[src/rtl/pm_regs_pkg.sv]
package pm_regs_pkg;

    localparam int unsigned BYTE_W = 8;
    localparam int unsigned REG_W  = 16;
    localparam int unsigned LANES  = REG_W / BYTE_W;

    // byte offsets (enable two above status is fixed by the bus map)
    localparam logic [3:0] OFS_STS = 4'd0;
    localparam logic [3:0] OFS_EN  = 4'd2;
    localparam logic [3:0] OFS_CTL = 4'd4;
    localparam logic [3:0] OFS_TMR = 4'd8;

    // status bit positions
    localparam int unsigned B_TMROVF = 0;
    localparam int unsigned B_BUSMST = 4;
    localparam int unsigned B_GLOBAL = 5;
    localparam int unsigned B_PWRBTN = 8;
    localparam int unsigned B_RTC    = 10;
    localparam int unsigned B_PBOVR  = 11;
    localparam int unsigned B_WAKE   = 15;

    // control bit positions
    localparam int unsigned C_IRQEN  = 0;
    localparam int unsigned C_GREL   = 2;
    localparam int unsigned C_STYPLO = 10;
    localparam int unsigned C_SLPGO  = 13;
    localparam int unsigned STYP_W   = 3;

    localparam logic [REG_W-1:0] STS_KEEP = 16'h8D31;
    localparam logic [REG_W-1:0] EN_KEEP  = 16'h0521;
    localparam logic [REG_W-1:0] CTL_KEEP = 16'h1C05;
    localparam logic [REG_W-1:0] IRQ_SRC  = 16'h0521;
    localparam logic [REG_W-1:0] CTL_INIT = 16'h0001;

    typedef struct packed {
        logic wake;
        logic pbovr;
        logic rtc;
        logic pwrbtn;
        logic global_ev;
        logic busmst;
        logic tmrovf;
    } pm_events_t;

    function automatic logic [REG_W-1:0] events_to_vec(input pm_events_t e);
        logic [REG_W-1:0] v;
        v           = '0;
        v[B_TMROVF] = e.tmrovf;
        v[B_BUSMST] = e.busmst;
        v[B_GLOBAL] = e.global_ev;
        v[B_PWRBTN] = e.pwrbtn;
        v[B_RTC]    = e.rtc;
        v[B_PBOVR]  = e.pbovr;
        v[B_WAKE]   = e.wake;
        return v;
    endfunction

    function automatic logic [BYTE_W-1:0] pick_byte(input logic [31:0] w,
                                                    input logic [1:0] idx);
        return w[idx*BYTE_W +: BYTE_W];
    endfunction

endpackage

[src/rtl/pm_timer.sv]
module pm_timer #(
    parameter int unsigned W = 24
) (
    input  logic         clk,
    input  logic         rst,
    input  logic         tick,
    output logic [W-1:0] cnt,
    output logic         msb_flip
);
    logic [W-1:0] cnt_nxt;

    always_comb begin
        cnt_nxt  = cnt + W'(1);
        msb_flip = tick & (cnt_nxt[W-1] ^ cnt[W-1]);
    end

    always_ff @(posedge clk) begin
        if (rst)       cnt <= '0;
        else if (tick) cnt <= cnt_nxt;
    end
endmodule

[src/rtl/pm_status_reg.sv]
module pm_status_reg
    import pm_regs_pkg::*;
#(
    parameter logic [REG_W-1:0] KEEP = STS_KEEP
) (
    input  logic             clk,
    input  logic             rst,
    input  logic [LANES-1:0] lane_wr,
    input  logic [BYTE_W-1:0] wdata,
    input  logic [REG_W-1:0] set_vec,
    output logic [REG_W-1:0] q
);
    logic [REG_W-1:0] clr_vec;

    for (genvar l = 0; l < LANES; l++) begin : g_lane
        assign clr_vec[l*BYTE_W +: BYTE_W] = lane_wr[l] ? wdata : '0;
    end

    always_ff @(posedge clk) begin
        if (rst) q <= '0;
        else     q <= ((q & ~clr_vec) | set_vec) & KEEP;
    end
endmodule

[src/rtl/pm_lane_reg.sv]
module pm_lane_reg
    import pm_regs_pkg::*;
#(
    parameter logic [REG_W-1:0] KEEP = EN_KEEP,
    parameter logic [REG_W-1:0] INIT = '0
) (
    input  logic              clk,
    input  logic              rst,
    input  logic [LANES-1:0]  lane_wr,
    input  logic [BYTE_W-1:0] wdata,
    output logic [REG_W-1:0]  q
);
    for (genvar l = 0; l < LANES; l++) begin : g_lane
        localparam logic [BYTE_W-1:0] LK = KEEP[l*BYTE_W +: BYTE_W];
        localparam logic [BYTE_W-1:0] LI = INIT[l*BYTE_W +: BYTE_W];
        always_ff @(posedge clk) begin
            if (rst)             q[l*BYTE_W +: BYTE_W] <= LI & LK;
            else if (lane_wr[l]) q[l*BYTE_W +: BYTE_W] <= wdata & LK;
        end
    end
endmodule

[src/rtl/pm_event_regs.sv]
module pm_event_regs
    import pm_regs_pkg::*;
#(
    parameter int unsigned ADDR_W = 4,
    parameter int unsigned TMR_W  = 24
) (
    input  logic              clk,
    input  logic              rst,
    input  logic [ADDR_W-1:0] bus_addr,
    input  logic              bus_wr,
    input  logic [7:0]        bus_wdata,
    output logic [7:0]        bus_rdata,
    input  logic              tick_en,
    input  logic              ev_busmaster,
    input  logic              ev_global,
    input  logic              ev_pwrbtn,
    input  logic              ev_rtc,
    input  logic              ev_pbtn_ovr,
    input  logic              ev_wake,
    output logic              sci,
    output logic              sleep_req,
    output logic [2:0]        sleep_type
);
    localparam int unsigned PAD_W = 32 - TMR_W;

    logic [REG_W-1:0] sts_q, en_q, ctl_q, set_vec;
    logic [TMR_W-1:0] tmr_cnt;
    logic             tmr_flip;
    logic [LANES-1:0] sts_wr, en_wr, ctl_wr;
    logic [31:0]      tmr_word;
    pm_events_t       evs;

    // byte-lane write decode
    for (genvar l = 0; l < LANES; l++) begin : g_dec
        assign sts_wr[l] = bus_wr && (bus_addr == ADDR_W'(OFS_STS + 4'(l)));
        assign en_wr[l]  = bus_wr && (bus_addr == ADDR_W'(OFS_EN  + 4'(l)));
        assign ctl_wr[l] = bus_wr && (bus_addr == ADDR_W'(OFS_CTL + 4'(l)));
    end

    always_comb begin
        evs.tmrovf    = tmr_flip;
        evs.busmst    = ev_busmaster;
        evs.global_ev = ev_global;
        evs.pwrbtn    = ev_pwrbtn;
        evs.rtc       = ev_rtc;
        evs.pbovr     = ev_pbtn_ovr;
        evs.wake      = ev_wake;
        set_vec       = events_to_vec(evs);
    end

    pm_timer #(.W(TMR_W)) u_tmr (
        .clk(clk), .rst(rst), .tick(tick_en),
        .cnt(tmr_cnt), .msb_flip(tmr_flip)
    );

    pm_status_reg #(.KEEP(STS_KEEP)) u_sts (
        .clk(clk), .rst(rst), .lane_wr(sts_wr), .wdata(bus_wdata),
        .set_vec(set_vec), .q(sts_q)
    );

    pm_lane_reg #(.KEEP(EN_KEEP), .INIT(16'h0000)) u_en (
        .clk(clk), .rst(rst), .lane_wr(en_wr), .wdata(bus_wdata), .q(en_q)
    );

    pm_lane_reg #(.KEEP(CTL_KEEP), .INIT(CTL_INIT)) u_ctl (
        .clk(clk), .rst(rst), .lane_wr(ctl_wr), .wdata(bus_wdata), .q(ctl_q)
    );

    // sleep strobe: the go bit lives in the high control byte
    always_ff @(posedge clk) begin
        if (rst) begin
            sleep_req  <= 1'b0;
            sleep_type <= '0;
        end else begin
            sleep_req <= ctl_wr[1] && bus_wdata[C_SLPGO - BYTE_W];
            if (ctl_wr[1] && bus_wdata[C_SLPGO - BYTE_W])
                sleep_type <= bus_wdata[C_STYPLO - BYTE_W +: STYP_W];
        end
    end

    assign sci = ctl_q[C_IRQEN] && |(sts_q & en_q & IRQ_SRC);

    assign tmr_word = {{PAD_W{1'b0}}, tmr_cnt};

    always_comb begin
        bus_rdata = '0;
        if (bus_addr < ADDR_W'(6)) begin
            case (bus_addr[2:1])
                2'd0:    bus_rdata = bus_addr[0] ? sts_q[15:8] : sts_q[7:0];
                2'd1:    bus_rdata = bus_addr[0] ? en_q[15:8]  : en_q[7:0];
                default: bus_rdata = bus_addr[0] ? ctl_q[15:8] : ctl_q[7:0];
            endcase
        end else if (bus_addr >= ADDR_W'(OFS_TMR) && bus_addr < ADDR_W'(OFS_TMR + 4'd4)) begin
            bus_rdata = pick_byte(tmr_word, bus_addr[1:0]);
        end
    end
endmodule

[config.mk]
export PLATFORM = sky130hd
export DESIGN_NAME = pm_event_regs
export DESIGN_NICKNAME = d
export VERILOG_FILES = /design/src/rtl/pm_regs_pkg.sv /design/src/rtl/pm_timer.sv /design/src/rtl/pm_status_reg.sv /design/src/rtl/pm_lane_reg.sv /design/src/rtl/pm_event_regs.sv
export SDC_FILE = /design/constraint.sdc
export NUM_CORES = 1
export LEC_CHECK = 0
export ABC_AREA = 1
export CORE_MARGIN = 5
export CORE_UTILIZATION = 40
export CTS_CLUSTER_DIAMETER = 120
export DETAILED_ROUTE_END_ITERATION = 6
export PLACE_DENSITY_LB_ADDON = 0.3
export RECOVER_POWER = 25
export SLEW_MARGIN = 0
export SYNTH_ARGS = -nofsm -noshare
export SYNTH_HDL_FRONTEND = slang
export SYNTH_SLANG_ARGS = --single-unit
export TNS_END_PERCENT = 5
[constraint.sdc]
create_clock -name clk -period 3.57 [get_ports clk]
set_input_delay 0.357 -clock clk [delete_from_list [all_inputs] [get_ports clk]]
set_output_delay 0.357 -clock clk [all_outputs]
set_load 0.005 [all_outputs]
-- Word level (Yosys, flattened, before mapping)
Index checks and enable logic that the tools add are counted.
- input port bits: 22
- register bits after elaboration: 44
- shifts and indexed selects: 1
- magnitude comparators: 3
- muxes and demuxes: 8
- add/sub/neg operators: 1
- reduce and logical (&&, ||, !) cells: 12
- bitwise operators: 6
- equality and inequality tests: 6
- operator list (cell ; count):
    $mux W8 ; 5
    $shiftx A32 B6 Y8 ; 1
    $add A24 B1 Y24 const B ; 1
    $and A16 B16 Y16 ; 1
    $not A16 Y16 ; 1
    $or A16 B16 Y16 ; 1
    $pmux W8 S2 ; 1
    $and A11 B11 Y11 ; 1
    $logic_and A1 B1 Y1 ; 9
    $eq A4 B2 Y1 const B ; 2
    $eq A4 B3 Y1 const B ; 2
    $mux W6 ; 1
    $mux W5 ; 1
    $eq A4 B1 Y1 const B ; 1
    $ge A4 B4 Y1 const B ; 1
    $logic_not A4 Y1 ; 1
    $lt A4 B3 Y1 const B ; 1
    $lt A4 B4 Y1 const B ; 1
    $reduce_or A4 Y1 ; 1
    $eq A2 B1 Y1 const B ; 1
    $logic_not A2 Y1 ; 1
    $and A1 B1 Y1 ; 1
    $xor A1 B1 Y1 ; 1

-- Depth between registers and ports, before layout
- depth in word-level cells: 6
- mapped depth: 10

-- Modules after synthesis
From an unflattened synthesis, not the netlist that was laid out.
- cell total of the unflattened synthesis: 554
- area total of the unflattened synthesis: 3295.7 µm²
- by module, submodules not included (module ; cells an instance ; area an instance (µm²) ; times used ; sequential area each (µm²)):
    pm_timer ; 194 ; 1341.3 ; 1 ; 480.5
    pm_event_regs ; 237 ; 1102.3 ; 1 ; 80.1
    pm_status_reg ; 45 ; 325.3 ; 1 ; 140.1
    pm_lane_reg at u_ctl ; 41 ; 277.8 ; 1 ; 100.1
    pm_lane_reg at u_en ; 37 ; 249.0 ; 1 ; 80.1

-- Worst setup path after synthesis
No wires, ideal clock.
- path type: input-to-output
- start point: input port bus_addr[0]
- end point: output port bus_rdata[7]
- stages on the path: 6
- slack: 2.049 ns
- arrival time: 1.164 ns
- cell sequence: buf_6 > nor2_2 > inv_1 > o22ai_1 > a21oi_1 > o21ai_0
- longest elaborated chain between the ends: 4
- elaborated cells on any way between the ends: 9
- those cells by class: 3 x order compare; 1 x shift; 4 x mux; 1 x reduce/logical
- ends and longest elaborated chain (item ; RTL line ; text):
    start: declaration ; pm_event_regs.sv:9 ; input logic [ADDR_W-1:0] bus_addr,
    branches (longest 3 deep; another with $shiftx A32 B6 Y8) ; n/a ;
    $mux W8 (*) ; pm_event_regs.sv:87 ; if (bus_addr < ADDR_W'(6)) begin
    end: declaration ; pm_event_regs.sv:12 ; output logic [7:0] bus_rdata,
Mark *: on every way between the ends.

-- Worst setup path in the final report
Ends and elaborated chain as after synthesis.

==> out/metrics.cfg <==
[status]
status=completed

[yosys]
synth_cell_types=29
synth_area_leaders=dfxtp_1, nand2_1, nor2_1
synth_top_area_share=0.3699
yosysSeqAreaShare=0.3699
synthFlopType=dfxtp_1
synth_area_leader_cell=dfxtp_1
synth_cells=364
synth_edf_count=0
avgSynthCellArea_um2=6.541
ys_warn_count=0
syn_area_um2=2381
ys_ff_latch=44
synthArstFlopShare=0
mappedNetlistNets=387

[route]
postRouteAntennaNets=0
dr.first_iter.drc_count=135
via_per_inst=5.165
wl_per_cell_um=13.45
drtPass1Iterations=5
vias=2443
drc_errors=0
drt_wl_total_um=6363

[critical_path]
endpoint_kind=output pin
required_ns=3.21
arrival_ns=2.50
critPathLaunchType=input pin
path_max_fanout=9
worstSetupPathType=input pin to output pin
reg2reg_depth=8

[clock_network]
cts_resized=0
clk_pin_slew_ns=0.07
cts-htree-levels=2
post_cts_buffers=0
cts_root_buf=clkbuf_8
clock-sinks=44
cts_buffer_depth=2
ctsHoldBuffers=0
clock_latency_ns=0.30
numCtsBuffers=5
cts_tree=done

[pwr]
finalPower_mw=0.9238
power.density_nw_per_um2=326.7
peakVddDrop_v=0.0002281
leakage_nw=1.126

[flow_run]
max_cap_violations=0

[hold_path]
min_path_cells=2
hp-class=flop to flop

[die]
die_y_um=87.15
die_area_um2=7595
num_rows=28
fp.coreArea_um2=5851
die_w_um=87.15
start_util=0.4070
io_pins=35

[grt]
grt_pass1_wl_um=10610
grt.total_usage=0.1754
overflow=0
antenna_found_initial=0
grt_start_max_net_pins=32
grt_pass1_vias=2353

[finish]
fin_util=0.4833
final_cell_mix=nand2_1, nor2_1, inv_1
synthToLayoutAreaGrowth_pct=18.76
nets=420
mostFrequentLayoutCell=nand2_1
drive_gt1_frac=0.04271
antenna_cells=0

[sta]
period_share=0.7995
worst_pin_slew_ns=0.9073
finalWorstSetupSlack_ns=0.7157
hold_ws_ns=0.4742
period_needed_ns=2.854
finClkSkew_ns=0.008791
final-max-slew-violation-count=0
rsz0062_at_grt=no
hold_viol_final=0
worst_slew_margin_rel=0.3944
max_freq_mhz=350.3
setup_violations=0
setup_tns_ns=0

[place]
place_ws_ns=0.8311
routabilityCongestion=0.9405
port_buffers=32
hpwlAfterDp_um=4805

-- registers in the layout (all words and copies together), names as in the netlist --
signal	cells
sleep_req	1
u_tmr.cnt	24
u_en.q	4
sleep_type	3
u_ctl.q	5
u_sts.q	7
-- per-stage QoR --
step,area [um^2],instances
after CTS,2836,473
after global placement,2746,465
final,2828,473
after global routing,2828,473
after floorplan,2381,364
after detailed placement,2746,465
-- synth_stat cells (2+ instances only) --
master	number
nor2_2	4
nor2_4	3
dfxtp_1	44
nand2_1	68
clkbuf_1	3
nand4_1	8
inv_2	3
nand3b_1	2
buf_6	4
a22oi_1	2
o22ai_1	5
nor2_1	58
nand3_1	29
o221ai_1	2
nor3_1	8
a21oi_1	27
inv_1	51
o21ai_0	32
-- layout make-up --
cell class	instances	area [um^2]
clock buffer	8	90.09
sequential	44	880.8
multi-input combinational	258	1229
timing repair buffer	34	331.6
tap	75	93.84
fill	605	3023
inverter	54	202.7
-- power by group --
part           switching, mW  leakage (nW)  internal [mW]  total (mW)
clock                  0.164        0.0455          0.158       0.322
sequential           0.00635         0.357          0.500       0.506
combinational         0.0559         0.723         0.0398      0.0957
total                  0.226          1.13          0.698       0.924
-- cell families (layout without fill, tap and decap cells) --
logic type | count (synthesis) | count (layout) | share of synthesized area
compound gates | 72 | 72 | 0.1640
xor+xnor | 1 | 1 | 0.003679
fa+ha+maj | 1 | 1 | 0.005254
buf+inv | 62 | 96 | 0.1119
flops | 44 | 44 | 0.3699
simple gates | 184 | 184 | 0.3452
-- routing by layer --
layer	vias up	track usage	wire length, um
met3	9	0.03217	449
met1	1101	0.2217	2879
met5	-	0	0
met4	0	0.06137	96
li1	1256	-	-
met2	77	0.2981	2938
-- path summary, 6_finish.rpt --
path,slack [ns],end,from
min,0.47,sleep_type[2],sleep_type[2]
min reg2reg,0.47,sleep_type[2],sleep_type[2]
max reg2reg,2.03,u_tmr.cnt[14],u_tmr.cnt[0]
max,0.72,bus_rdata[7],bus_addr[0]
-- critical path: stages --
cell and delay (ns):
dlygate4sd3_1 0.74, nand2_1 0.17, inv_1 0.32, a21oi_1 0.13, o21ai_0 0.23, clkdlybuf4s50_1 0.54
Note: power is estimated with default switching activity, not from simulation.
